## src/rtl/lnk_evt_pkg.sv

```systemverilog
package lnk_evt_pkg;

  localparam int QW       = 4;
  localparam int RW       = 8;
  localparam int EVT_SRC  = RW - 1;
  localparam int PAD_W    = RW - 1 - QW;
  localparam int SUM_BIT  = 6;
  localparam int SCE_BIT  = 5;

  typedef enum logic [0:0] {
    FK_EDGE  = 1'b0,
    FK_LEVEL = 1'b1
  } flag_kind_e;

  function automatic flag_kind_e kind_of(input int b);
    return (b == SUM_BIT) ? FK_LEVEL : FK_EDGE;
  endfunction

  function automatic logic rise_bit(input logic cur, input logic prev);
    return cur & ~prev;
  endfunction

  function automatic logic sticky_next(input logic flag, input logic set,
                                       input logic clr);
    return set | (flag & ~clr);
  endfunction

  function automatic logic irq_any(input logic [EVT_SRC-1:0] flags,
                                   input logic [EVT_SRC-1:0] en);
    return |(flags & en);
  endfunction

  function automatic logic [RW-1:0] pack_status(input logic link,
                                                input logic [QW-1:0] q);
    return {link, {PAD_W{1'b0}}, q};
  endfunction

endpackage

```

## src/rtl/lnk_status_reg.sv

```systemverilog
module lnk_status_reg
  import lnk_evt_pkg::*;
(
  input  logic          clk,
  input  logic          rst_n,
  input  logic          link_i,
  input  logic [QW-1:0] qual_i,
  output logic [RW-1:0] status_o
);

  logic          link_q;
  logic [QW-1:0] qual_q;

  always_ff @(posedge clk or negedge rst_n) begin
    if (!rst_n) begin
      link_q <= 1'b0;
      qual_q <= '0;
    end else begin
      link_q <= link_i;
      qual_q <= qual_i;
    end
  end

  assign status_o = pack_status(link_q, qual_q);


  link_track_chk: assert property (@(posedge clk) disable iff (!rst_n)
    link_i |=> status_o[RW-1]);

endmodule

```

## src/rtl/qual_rst_gen.sv

```systemverilog
module qual_rst_gen
  import lnk_evt_pkg::*;
(
  input  logic          clk,
  input  logic          rst_n,
  input  logic [QW-1:0] qual_i,
  output logic          pulse_o
);

  logic zero_w;
  logic armed_q;
  logic pulse_q;

  assign zero_w = (qual_i == '0);

  always_ff @(posedge clk or negedge rst_n) begin
    if (!rst_n) begin
      armed_q <= 1'b1;
      pulse_q <= 1'b0;
    end else begin
      pulse_q <= zero_w & armed_q;
      armed_q <= ~zero_w;
    end
  end

  assign pulse_o = pulse_q;


  single_pulse_chk: assert property (@(posedge clk) disable iff (!rst_n)
    pulse_o |=> !pulse_o);


  no_rearm_chk: assert property (@(posedge clk) disable iff (!rst_n)
    (zero_w && !armed_q) |=> !pulse_o);

endmodule

```

## src/rtl/evt_flag_bank.sv

```systemverilog
module evt_flag_bank
  import lnk_evt_pkg::*;
#(
  parameter int N = EVT_SRC
) (
  input  logic         clk,
  input  logic         rst_n,
  input  logic [N-1:0] cond_i,
  input  logic         clr_we_i,
  input  logic [N-1:0] clr_mask_i,
  output logic [N-1:0] flags_o
);

  logic [N-1:0] clr_hit_w;

  assign clr_hit_w = clr_we_i ? clr_mask_i : '0;

  for (genvar i = 0; i < N; i++) begin : g_bit
    if (kind_of(i) == FK_EDGE) begin : g_edge
      logic prev_q;
      logic f_q;
      logic rise_w;

      assign rise_w = rise_bit(cond_i[i], prev_q);

      always_ff @(posedge clk or negedge rst_n) begin
        if (!rst_n) begin
          prev_q <= 1'b0;
          f_q    <= 1'b0;
        end else begin
          prev_q <= cond_i[i];
          f_q    <= sticky_next(f_q, rise_w, clr_hit_w[i]);
        end
      end

      assign flags_o[i] = f_q;


      edge_set_chk: assert property (@(posedge clk) disable iff (!rst_n)
        rise_w |=> flags_o[i]);


      sticky_hold_chk: assert property (@(posedge clk) disable iff (!rst_n)
        (flags_o[i] && !clr_hit_w[i]) |=> flags_o[i]);


      clr_done_chk: assert property (@(posedge clk) disable iff (!rst_n)
        (clr_hit_w[i] && !rise_w) |=> !flags_o[i]);
    end else begin : g_level
      logic f_q;

      always_ff @(posedge clk or negedge rst_n) begin
        if (!rst_n) f_q <= 1'b0;
        else        f_q <= cond_i[i];
      end

      assign flags_o[i] = f_q;


      lvl_clr_ignored_chk: assert property (@(posedge clk) disable iff (!rst_n)
        (clr_hit_w[i] && cond_i[i]) |=> flags_o[i]);


      lvl_drop_chk: assert property (@(posedge clk) disable iff (!rst_n)
        !cond_i[i] |=> !flags_o[i]);
    end
  end

endmodule

```

## src/rtl/irq_agg.sv

```systemverilog
module irq_agg
  import lnk_evt_pkg::*;
(
  input  logic               clk,
  input  logic               rst_n,
  input  logic [EVT_SRC-1:0] flags_i,
  input  logic               en_we_i,
  input  logic [EVT_SRC-1:0] en_i,
  output logic               irq_o
);

  logic [EVT_SRC-1:0] en_q;
  logic               irq_q;

  always_ff @(posedge clk or negedge rst_n) begin
    if (!rst_n) begin
      en_q  <= '0;
      irq_q <= 1'b0;
    end else begin
      if (en_we_i) en_q <= en_i;
      irq_q <= irq_any(flags_i, en_q);
    end
  end

  assign irq_o = irq_q;


  irq_quiet_chk: assert property (@(posedge clk) disable iff (!rst_n)
    !(|(flags_i & en_q)) |=> !irq_o);


  irq_cause_chk: assert property (@(posedge clk) disable iff (!rst_n)
    $rose(irq_o) |-> $past(|flags_i));

endmodule

```

## src/rtl/lnk_evt_regbank.sv

```systemverilog
module lnk_evt_regbank
  import lnk_evt_pkg::*;
(
  input  logic               clk,
  input  logic               rst_n,
  input  logic               link_up_i,
  input  logic [QW-1:0]      quality_i,
  input  logic               remote_evt_i,
  input  logic               safe_err_i,
  input  logic               evt_clr_we_i,
  input  logic [EVT_SRC-1:0] evt_clr_mask_i,
  input  logic               irq_en_we_i,
  input  logic [EVT_SRC-1:0] irq_en_i,
  output logic [RW-1:0]      status_o,
  output logic [RW-1:0]      event_o,
  output logic               irq_o,
  output logic               proto_rst_o
);

  logic [EVT_SRC-1:0] cond_w;
  logic [EVT_SRC-1:0] flags_w;
  logic               irq_w;

  always_comb begin
    cond_w          = '0;
    cond_w[SUM_BIT] = remote_evt_i;
    cond_w[SCE_BIT] = safe_err_i;
  end

  lnk_status_reg u_status (
    .clk      (clk),
    .rst_n    (rst_n),
    .link_i   (link_up_i),
    .qual_i   (quality_i),
    .status_o (status_o)
  );

  qual_rst_gen u_qrst (
    .clk     (clk),
    .rst_n   (rst_n),
    .qual_i  (quality_i),
    .pulse_o (proto_rst_o)
  );

  evt_flag_bank #(.N(EVT_SRC)) u_flags (
    .clk        (clk),
    .rst_n      (rst_n),
    .cond_i     (cond_w),
    .clr_we_i   (evt_clr_we_i),
    .clr_mask_i (evt_clr_mask_i),
    .flags_o    (flags_w)
  );

  irq_agg u_irq (
    .clk     (clk),
    .rst_n   (rst_n),
    .flags_i (flags_w),
    .en_we_i (irq_en_we_i),
    .en_i    (irq_en_i),
    .irq_o   (irq_w)
  );

  assign irq_o   = irq_w;
  assign event_o = {irq_w, flags_w};


  unused_evt_zero_chk: assert property (@(posedge clk) disable iff (!rst_n)
    $past(!remote_evt_i && !safe_err_i) |-> (event_o[SCE_BIT-1:0] == '0));

endmodule

```

## config.mk

```make
export PLATFORM = sky130hd
export DESIGN_NAME = lnk_evt_regbank
export DESIGN_NICKNAME = d
export VERILOG_FILES = /design/src/rtl/lnk_evt_pkg.sv /design/src/rtl/lnk_status_reg.sv /design/src/rtl/qual_rst_gen.sv /design/src/rtl/evt_flag_bank.sv /design/src/rtl/irq_agg.sv /design/src/rtl/lnk_evt_regbank.sv
export SDC_FILE = /design/constraint.sdc
export NUM_CORES = 1
export LEC_CHECK = 0
export ABC_AREA = 1
export BUFFER_PORTS_ARGS = -buffer_cell sky130_fd_sc_hd__buf_2
export CAP_MARGIN = 30
export CORE_ASPECT_RATIO = 0.75
export CORE_MARGIN = 2
export CORE_UTILIZATION = 44
export DETAILED_ROUTE_END_ITERATION = 12
export GPL_TIMING_DRIVEN = 0
export PLACE_DENSITY = 0.75
export RECOVER_POWER = 25
export SYNTH_ARGS = -nofsm -noshare
export SYNTH_HDL_FRONTEND = slang
export SYNTH_SLANG_ARGS = --single-unit
```

## constraint.sdc

```tcl
create_clock -name clk -period 1 [get_ports clk]
set_input_delay 0.15 -clock clk [delete_from_list [all_inputs] [get_ports clk]]
set_output_delay 0.15 -clock clk [all_outputs]
set_load 0.05 [all_outputs]
```

==> results of run 1 <==
[metal layers]
layer | vias to the layer above | GRT usage, %
met1 | 286 | 20.0
met2 | 29 | 27.5
met5 | - | 0
met4 | 0 | 1.43
met3 | 0 | 6.40
li1 | 351 | -
[per-stage QoR]
step | setup TNS [ps] | std cells | hold slack (ps)
final | -565 | 162 | 15.1
after global routing | -1290 | 162 | 0.314
after CTS | -742 | 162 | 3.10
after detailed placement | 0 | 150 | 146
after global placement | 0 | 150 | 141
after floorplan | 0 | 88 | -146
[registers in the layout, summed over array words and instances (netlist names)]
signal,count
u_status.qual_q,4
u_flags.g_bit.g_level.f_q,1
u_irq.en_q,7
u_status.link_q,1
u_qrst.pulse_o,1
u_flags.g_bit.g_edge.f_q,6
u_flags.g_bit.g_edge.prev_q,1
u_qrst.armed_q,1
u_irq.irq_o,1
[final timing paths]
check,endpoint,slack (ps)
worst max-delay path,event_o[7],-130
worst min-delay path,u_flags.g_bit[2].g_edge.f_q,20
worst max register to register,u_irq.irq_o,90
worst min register to register,u_flags.g_bit[5].g_edge.f_q,450
max in group asynchronous,u_irq.irq_o,320
min in group asynchronous,u_irq.en_q[5],330
[what timing repair did]
action | in CTS | in global routing
setup buffers | 6 | 0
hold buffers | 9 | 0
setup endpoints to repair | 15 | 16
endpoints found under the hold margin | 30 | 0
pin swaps | 0 | 3
gates resized for setup | 37 | 5
[cells in the mapped netlist]
library cell and n:
nand2_1 21, buf_4 12, o21ai_0 5, inv_1 10, dfstp_2 1, o21ai_2 3, dfrtp_1 22, a21boi_0 5
nor2_1 5, conb_1 1, buf_6 1
[kinds of logic (layout without fill, tap and decap cells)]
logic type / count (synthesis) / after routing / share of synthesized area (%)
and+or+nand+nor: 26 / 26 / 10.8
DFF: 23 / 23 / 63.7
buffers and inverters: 23 / 73 / 15.3
AOI/OAI and AO/OA: 13 / 13 / 9.81
other: 1 / 3 / 0.414
[cell type report]
cell class / count / area (um^2) / share of cell area [%]
clock buffer: 4 / 26.3 / 1.92
tap: 24 / 30.0 / 2.20
buffer: 6 / 56.3 / 4.12
sequential: 23 / 578 / 42.3
multi-input combinational: 42 / 189 / 13.8
timing repair buffer: 53 / 448 / 32.8
inverter: 10 / 37.5 / 2.75
[power groups by stage]
| stage | clock network, mW | logic (mW) | registers, mW |
|---|---|---|---|
| final | 0.411 | 0.372 | 1.01 |
| after global routing | 0.471 | 0.403 | 1.02 |
| after CTS | 0.434 | 0.385 | 1.01 |
| after detailed placement | 0 | 0.317 | 1.02 |
| after global placement | 0 | 0.310 | 1.02 |
| after floorplan | 0 | 0.159 | 1.07 |
[worst max-delay path, cell delays in order (launching register included)]
cell and delay, ps:
dfrtp_2 420, buf_6 120, buf_8 140
==> impl_metrics.csv, run 1 <==
group,metric,value,unit
detailed_routing,routed_wirelength,1.68,mm
critical_path,worst-path-max-fanout,2,
final_layout,final_net_count,164,
final_layout,drive_gt1_share,37.0,%
worst_hold_path,min_from,"evt_clr_mask_i[2]",
outcome,violations,"setup timing",
detailed_routing,met2WireLength,808,um
global_routing,grt.overflow.total,0,
pwr,sequentialPowerShare,56.4,%
detailed_routing,vias_post_dr,666,
critical_path,timing.setup.critical_path_class,"reg2out",
final_layout,layout.cell_area.non_filler,0.00137,mm^2
yosys,ys_seq_elements,23,
sta,timing.final.hold_violations,0,
clock_tree,htree_num_levels,1,
pwr,leakagePower,0.727,nW
detailed_routing,wl_met1,746,um
critical_path,timing.reg2reg.worst_path_depth,5,
yosys,yosys-top-cells-area,"dfrtp_1, buf_4, nand2_1",
critical_path,element_type_at_the_critical_path_end,"primary output",
yosys,synth_area,906,um^2
placement,detailed_place.area,0.00113,mm^2
critical_path,crit_start,"u_irq.irq_o",
yosys,synthDistinctLibCells,11,
global_routing,wire_length_of_the_first_global_routing_pass,2.89,mm
yosys,yosys.area.top_type,"dfrtp_1",
critical_path,critPathArrivalTime,980,ps
yosys,yosys.area.top_type_share,60.8,%
clock_tree,cts-root-to-sink-buffers,2,
floorplanning,floorplan.rows,14,
yosys,avgSynthCellArea,10.5,um^2
clock_tree,tritoncts,"done",
floorplanning,starting_utilization_of_the_core_area,45.8,%
placement,detailedPlacementHpwl,1.19,mm
critical_path,worstSetupStartpointType,"flop",
detailed_routing,routed-wl-met3,125,um
final_layout,finalCoreUtilization,69.0,%
sta,maximum_clock_skew_at_final_layout,2.10,ps
clock_tree,cts_made_buffers,3,
final_layout,layout_commonest_cell,"dfrtp_1",
detailed_routing,wire_per_inst,10.4,um
global_routing,pin_count_of_the_biggest_net_entering_global_routing,24,
global_routing,grt_pass1_vias,649,
floorplanning,fp.dieW,56.4,um
pwr,total_power,1.80,mW
sta,period_minus_slack,1130,ps
floorplanning,boundaryPins,43,
sta,final_count_of_pins_violating_max_slew,0,
pwr,power.internal,1.29,mW
global_routing,number_of_antenna_violations_at_the_first_check_in_global_routing,0,
pwr,vdd.ir_drop.worst,0.922,mV
sta,setup_repair_after_global_routing_missed_its_margin,"true",
detailed_routing,dr.pass1.iters,3,
critical_path,cp_data_required_time,850,ps
detailed_routing,vias_cell,4.11,
pwr,total_switching_power,0.501,mW
global_routing,globalRouteTotalUtil,16.0,%
placement,post-place-ws,138,ps
sta,layout_worst_path_cycle_share,113,%
detailed_routing,remaining_design_rule_violation_count,0,
placement,place.gp.congestion,0.651,
clock_tree,clock_latency,300,ps
final_layout,filler_cell_count,162,
yosys,yosys_warnings,0,
pwr,power.share.switching,27.9,%
detailed_routing,detail-route-antenna-nets,0,
run,cap_violations,0,
clock_tree,clk_pin_slew,120,ps
sta,finalSetupViolCount,13,
critical_path,r2r-start,"u_flags.g_bit[5].g_edge.f_q",
final_layout,layout-area-overhead-vs-synth,50.7,%
floorplanning,chipHeight,43.3,um
sta,max_freq,886,MHz
worst_hold_path,instance_count_along_the_most_critical_hold_path,2,
pwr,clkPwrFrac,22.9,%
pwr,power_density,1320,mW/mm^2
final_layout,antenna_cells,0,
final_layout,most-common-layout-cells,"dfrtp_1, nand2_1, buf_2",
pwr,combPwrFrac,20.7,%
detailed_routing,top_layer_used,"met3",
floorplanning,std_cell_core_area,0.00198,mm^2
worst_hold_path,worst_min_delay_path_category,"in2reg",
placement,port-buffer-count,38,
floorplanning,die_area,0.00244,mm^2
outcome,run_status,"complete, but fails checks",
clock_tree,cts.root.buffer_cell,"clkbuf_4",
detailed_routing,drt_iter0_markers,11,
yosys,syn_inst,86,
clock_tree,clock_sinks,23,
yosys,seq_area_frac_synth,63.7,%
sta,setup_slack,-128,ps
Power figures use the tool's default switching activity.
==> run 2, diff against run 1 <==
--- a/config.mk
+++ b/config.mk
@@ -5,12 +5,12 @@
 export SDC_FILE = /design/constraint.sdc
 export NUM_CORES = 1
 export LEC_CHECK = 0
-export ABC_AREA = 1
+export ABC_AREA = 0
 export BUFFER_PORTS_ARGS = -buffer_cell sky130_fd_sc_hd__buf_2
 export CAP_MARGIN = 30
 export CORE_ASPECT_RATIO = 0.75
 export CORE_MARGIN = 2
-export CORE_UTILIZATION = 44
+export CORE_UTILIZATION = 43
 export DETAILED_ROUTE_END_ITERATION = 12
 export GPL_TIMING_DRIVEN = 0
 export PLACE_DENSITY = 0.75
==> impl_metrics.csv, run 2 <==
group,metric,value,unit
sta,timing.final.hold_violations,0,
worst_hold_path,worst_min_delay_path_category,"in2reg",
sta,finalSetupViolCount,10,
clock_tree,cts-root-to-sink-buffers,2,
clock_tree,cts.root.buffer_cell,"clkbuf_4",
clock_tree,tritoncts,"done",
final_layout,reg.largest.list,"u_irq.en_q: 7 flops, u_flags.g_bit.g_edge.f_q: 6 flops, u_status.qual_q: 4 flops",
floorplanning,std_cell_core_area,0.00181,mm^2
critical_path,timing.setup.critical_path_class,"reg2out",
yosys,syn_inst,59,
critical_path,critPathArrivalTime,990,ps
detailed_routing,dr.pass1.iters,4,
final_layout,layout-area-overhead-vs-synth,57.8,%
floorplanning,boundaryPins,43,
run,cap_violations,0,
yosys,yosys-top-cells-area,"dfrtp_1, buf_4, mux2_2",
sta,period_minus_slack,1140,ps
final_layout,drive_gt1_share,55.8,%
global_routing,globalRouteTotalUtil,17.9,%
sta,max_freq,880,MHz
placement,post-place-ws,-49.8,ps
clock_tree,clk_pin_slew,110,ps
yosys,avgSynthCellArea,14.6,um^2
clock_tree,clock_sinks,23,
floorplanning,floorplan.rows,13,
floorplanning,starting_utilization_of_the_core_area,47.6,%
sta,layout_worst_path_cycle_share,114,%
detailed_routing,detail-route-antenna-nets,0,
detailed_routing,drt_iter0_markers,2,
critical_path,worst_path_top_cell_family_by_delay,"flip-flops",
detailed_routing,remaining_design_rule_violation_count,0,
final_layout,largest_register_ffs,7,
yosys,synth_flop_cell,"dfrtp_1",
pwr,total_power,1.82,mW
final_layout,finalCoreUtilization,75.1,%
critical_path,worst-path-max-fanout,2,
floorplanning,die_area,0.00238,mm^2
yosys,synth_area,860,um^2
final_layout,antenna_cells,0,
clock_tree,clock_latency,300,ps
global_routing,pin_count_of_the_biggest_net_entering_global_routing,24,
final_layout,most-common-layout-cells,"dfrtp_1, buf_2, buf_6",
sta,tightest_slew,562,ps
global_routing,grt_pass1_vias,716,
pwr,vdd.ir_drop.worst,1.24,mV
clock_tree,cts_made_buffers,3,
critical_path,cp_data_required_time,850,ps
pwr,leakagePower,0.678,nW
final_layout,final_net_count,139,
pwr,power_density,1340,mW/mm^2
yosys,seq_area_frac_synth,67.1,%
critical_path,cp_cell_sequence,"buf_6 -> buf_8",
yosys,synthDistinctLibCells,15,
global_routing,number_of_antenna_violations_at_the_first_check_in_global_routing,0,
sta,hold-worst-slack,12.6,ps
detailed_routing,vias_post_dr,623,
critical_path,element_type_at_the_critical_path_end,"primary output",
placement,place.gp.congestion,0.718,
final_layout,layout_commonest_cell,"dfrtp_1",
floorplanning,fp.dieW,55.6,um
critical_path,critical_path.n_buffers_inverters,2,
detailed_routing,wire_per_inst,14.0,um
outcome,run_status,"complete, but fails checks",
yosys,yosys.area.top_type,"dfrtp_1",
global_routing,grt.overflow.total,0,
yosys,yosys_warnings,0,
critical_path,critical_path.slowest_cell,"dfrtp_1",
detailed_routing,routed_wirelength,1.89,mm
yosys,synth_most_common_cell,"dfrtp_1",
final_layout,registers.top_by_ff_count,"u_irq.en_q",
floorplanning,chipHeight,42.7,um
yosys,yosys.area.top_type_share,64.0,%
clock_tree,htree_num_levels,1,
global_routing,wire_length_of_the_first_global_routing_pass,3.16,mm
sta,final_count_of_pins_violating_max_slew,0,
sta,setup_slack,-136,ps
placement,detailedPlacementHpwl,1.23,mm
critical_path,cpPeakStageDelay,420,ps
sta,max-slew-margin-rel,62.6,%
yosys,synth_top_cells_by_count,"dfrtp_1, buf_4, mux2_2",
yosys,synthArstFlopShare,100,%
yosys,ys_seq_elements,23,
critical_path,worstSetupStartpointType,"flop",
sta,maximum_clock_skew_at_final_layout,8.04,ps
outcome,violations,"setup timing",
placement,port-buffer-count,37,
sta,setup_repair_after_global_routing_missed_its_margin,"true",
detailed_routing,vias_cell,4.61,
yosys,synth_enable_flop_cells,0,
==> run 2: cell types whose count changed after synthesis, sizes merged <==
cell,change
nand2,-20
inv,-8
o21ai,-8
mux2,+7
nor2,-4
a22oi,+2
a222oi,+1
a22o,+1
nand3,+1
or4,+1
==> run 2: timing repair <==
item / CTS / global route
hold buffers: 8 / 1
resized for setup: 42 / 3
pin swaps: 1 / 0
buffers inserted: 5 / 0
endpoints found under the hold margin: 29 / 1
setup endpoints to repair: 16 / 16
==> run 2: worst paths after layout <==
kind | start | endpoint | slack, ps | cells after the start
setup / recovery | u_flags.g_bit[2].g_edge.f_q | event_o[2] | -140 | 2
hold / removal | evt_clr_mask_i[1] | u_flags.g_bit[1].g_edge.f_q | 10 | 2
setup reg to reg | u_flags.g_bit[5].g_edge.f_q | u_irq.irq_o | -90 | 3
hold reg to reg | u_qrst.armed_q | u_qrst.pulse_o | 490 | 2
max in group asynchronous | rst_n | u_irq.irq_o | 210 | 2
min in group asynchronous | rst_n | u_irq.en_q[0] | 380 | 2
==> run 2: kinds of logic after synthesis <==
logic type | count (synthesis) | share of synthesized area (%)
flops | 23 | 67.1
buf+inv | 15 | 11.9
compound gates | 9 | 8.30
mux | 7 | 9.17
simple gates | 4 | 3.06
other cells | 1 | 0.436
==> run 2: cell type report <==
type / instances / area [um^2]
plain buffers: 10 / 95.1
multi-input cells: 23 / 184
well taps: 22 / 27.5
fillers: 130 / 449
flip-flops and latches: 23 / 578
inverters: 2 / 7.51
repair buffers: 51 / 438
clock buffers: 4 / 26.3
==> run 2: per-stage QoR <==
stage	cells	TNS [ps]	cell area, um^2
final	135	-939	1360
after global routing	135	-1700	1360
after CTS	134	-1080	1340
after detailed placement	120	-49.8	1080
after global placement	120	0	1080
after floorplan	61	0	868
==> run 2: power by group <==
group	switching (mW)	internal (mW)
registers	0.0312	0.986
clock network	0.243	0.155
logic	0.214	0.190
==> run 2: per-layer routing <==
| layer | part of all wire (%) | global-route usage (%) | vias to the layer above |
|---|---|---|---|
| met4 | 0 | 2.93 | 0 |
| met2 | 55 | 32.9 | 32 |
| met3 | 8.8 | 8.23 | 0 |
| met5 | 0 | 0 | - |
| li1 | - | - | 291 |
| met1 | 36 | 19.3 | 300 |
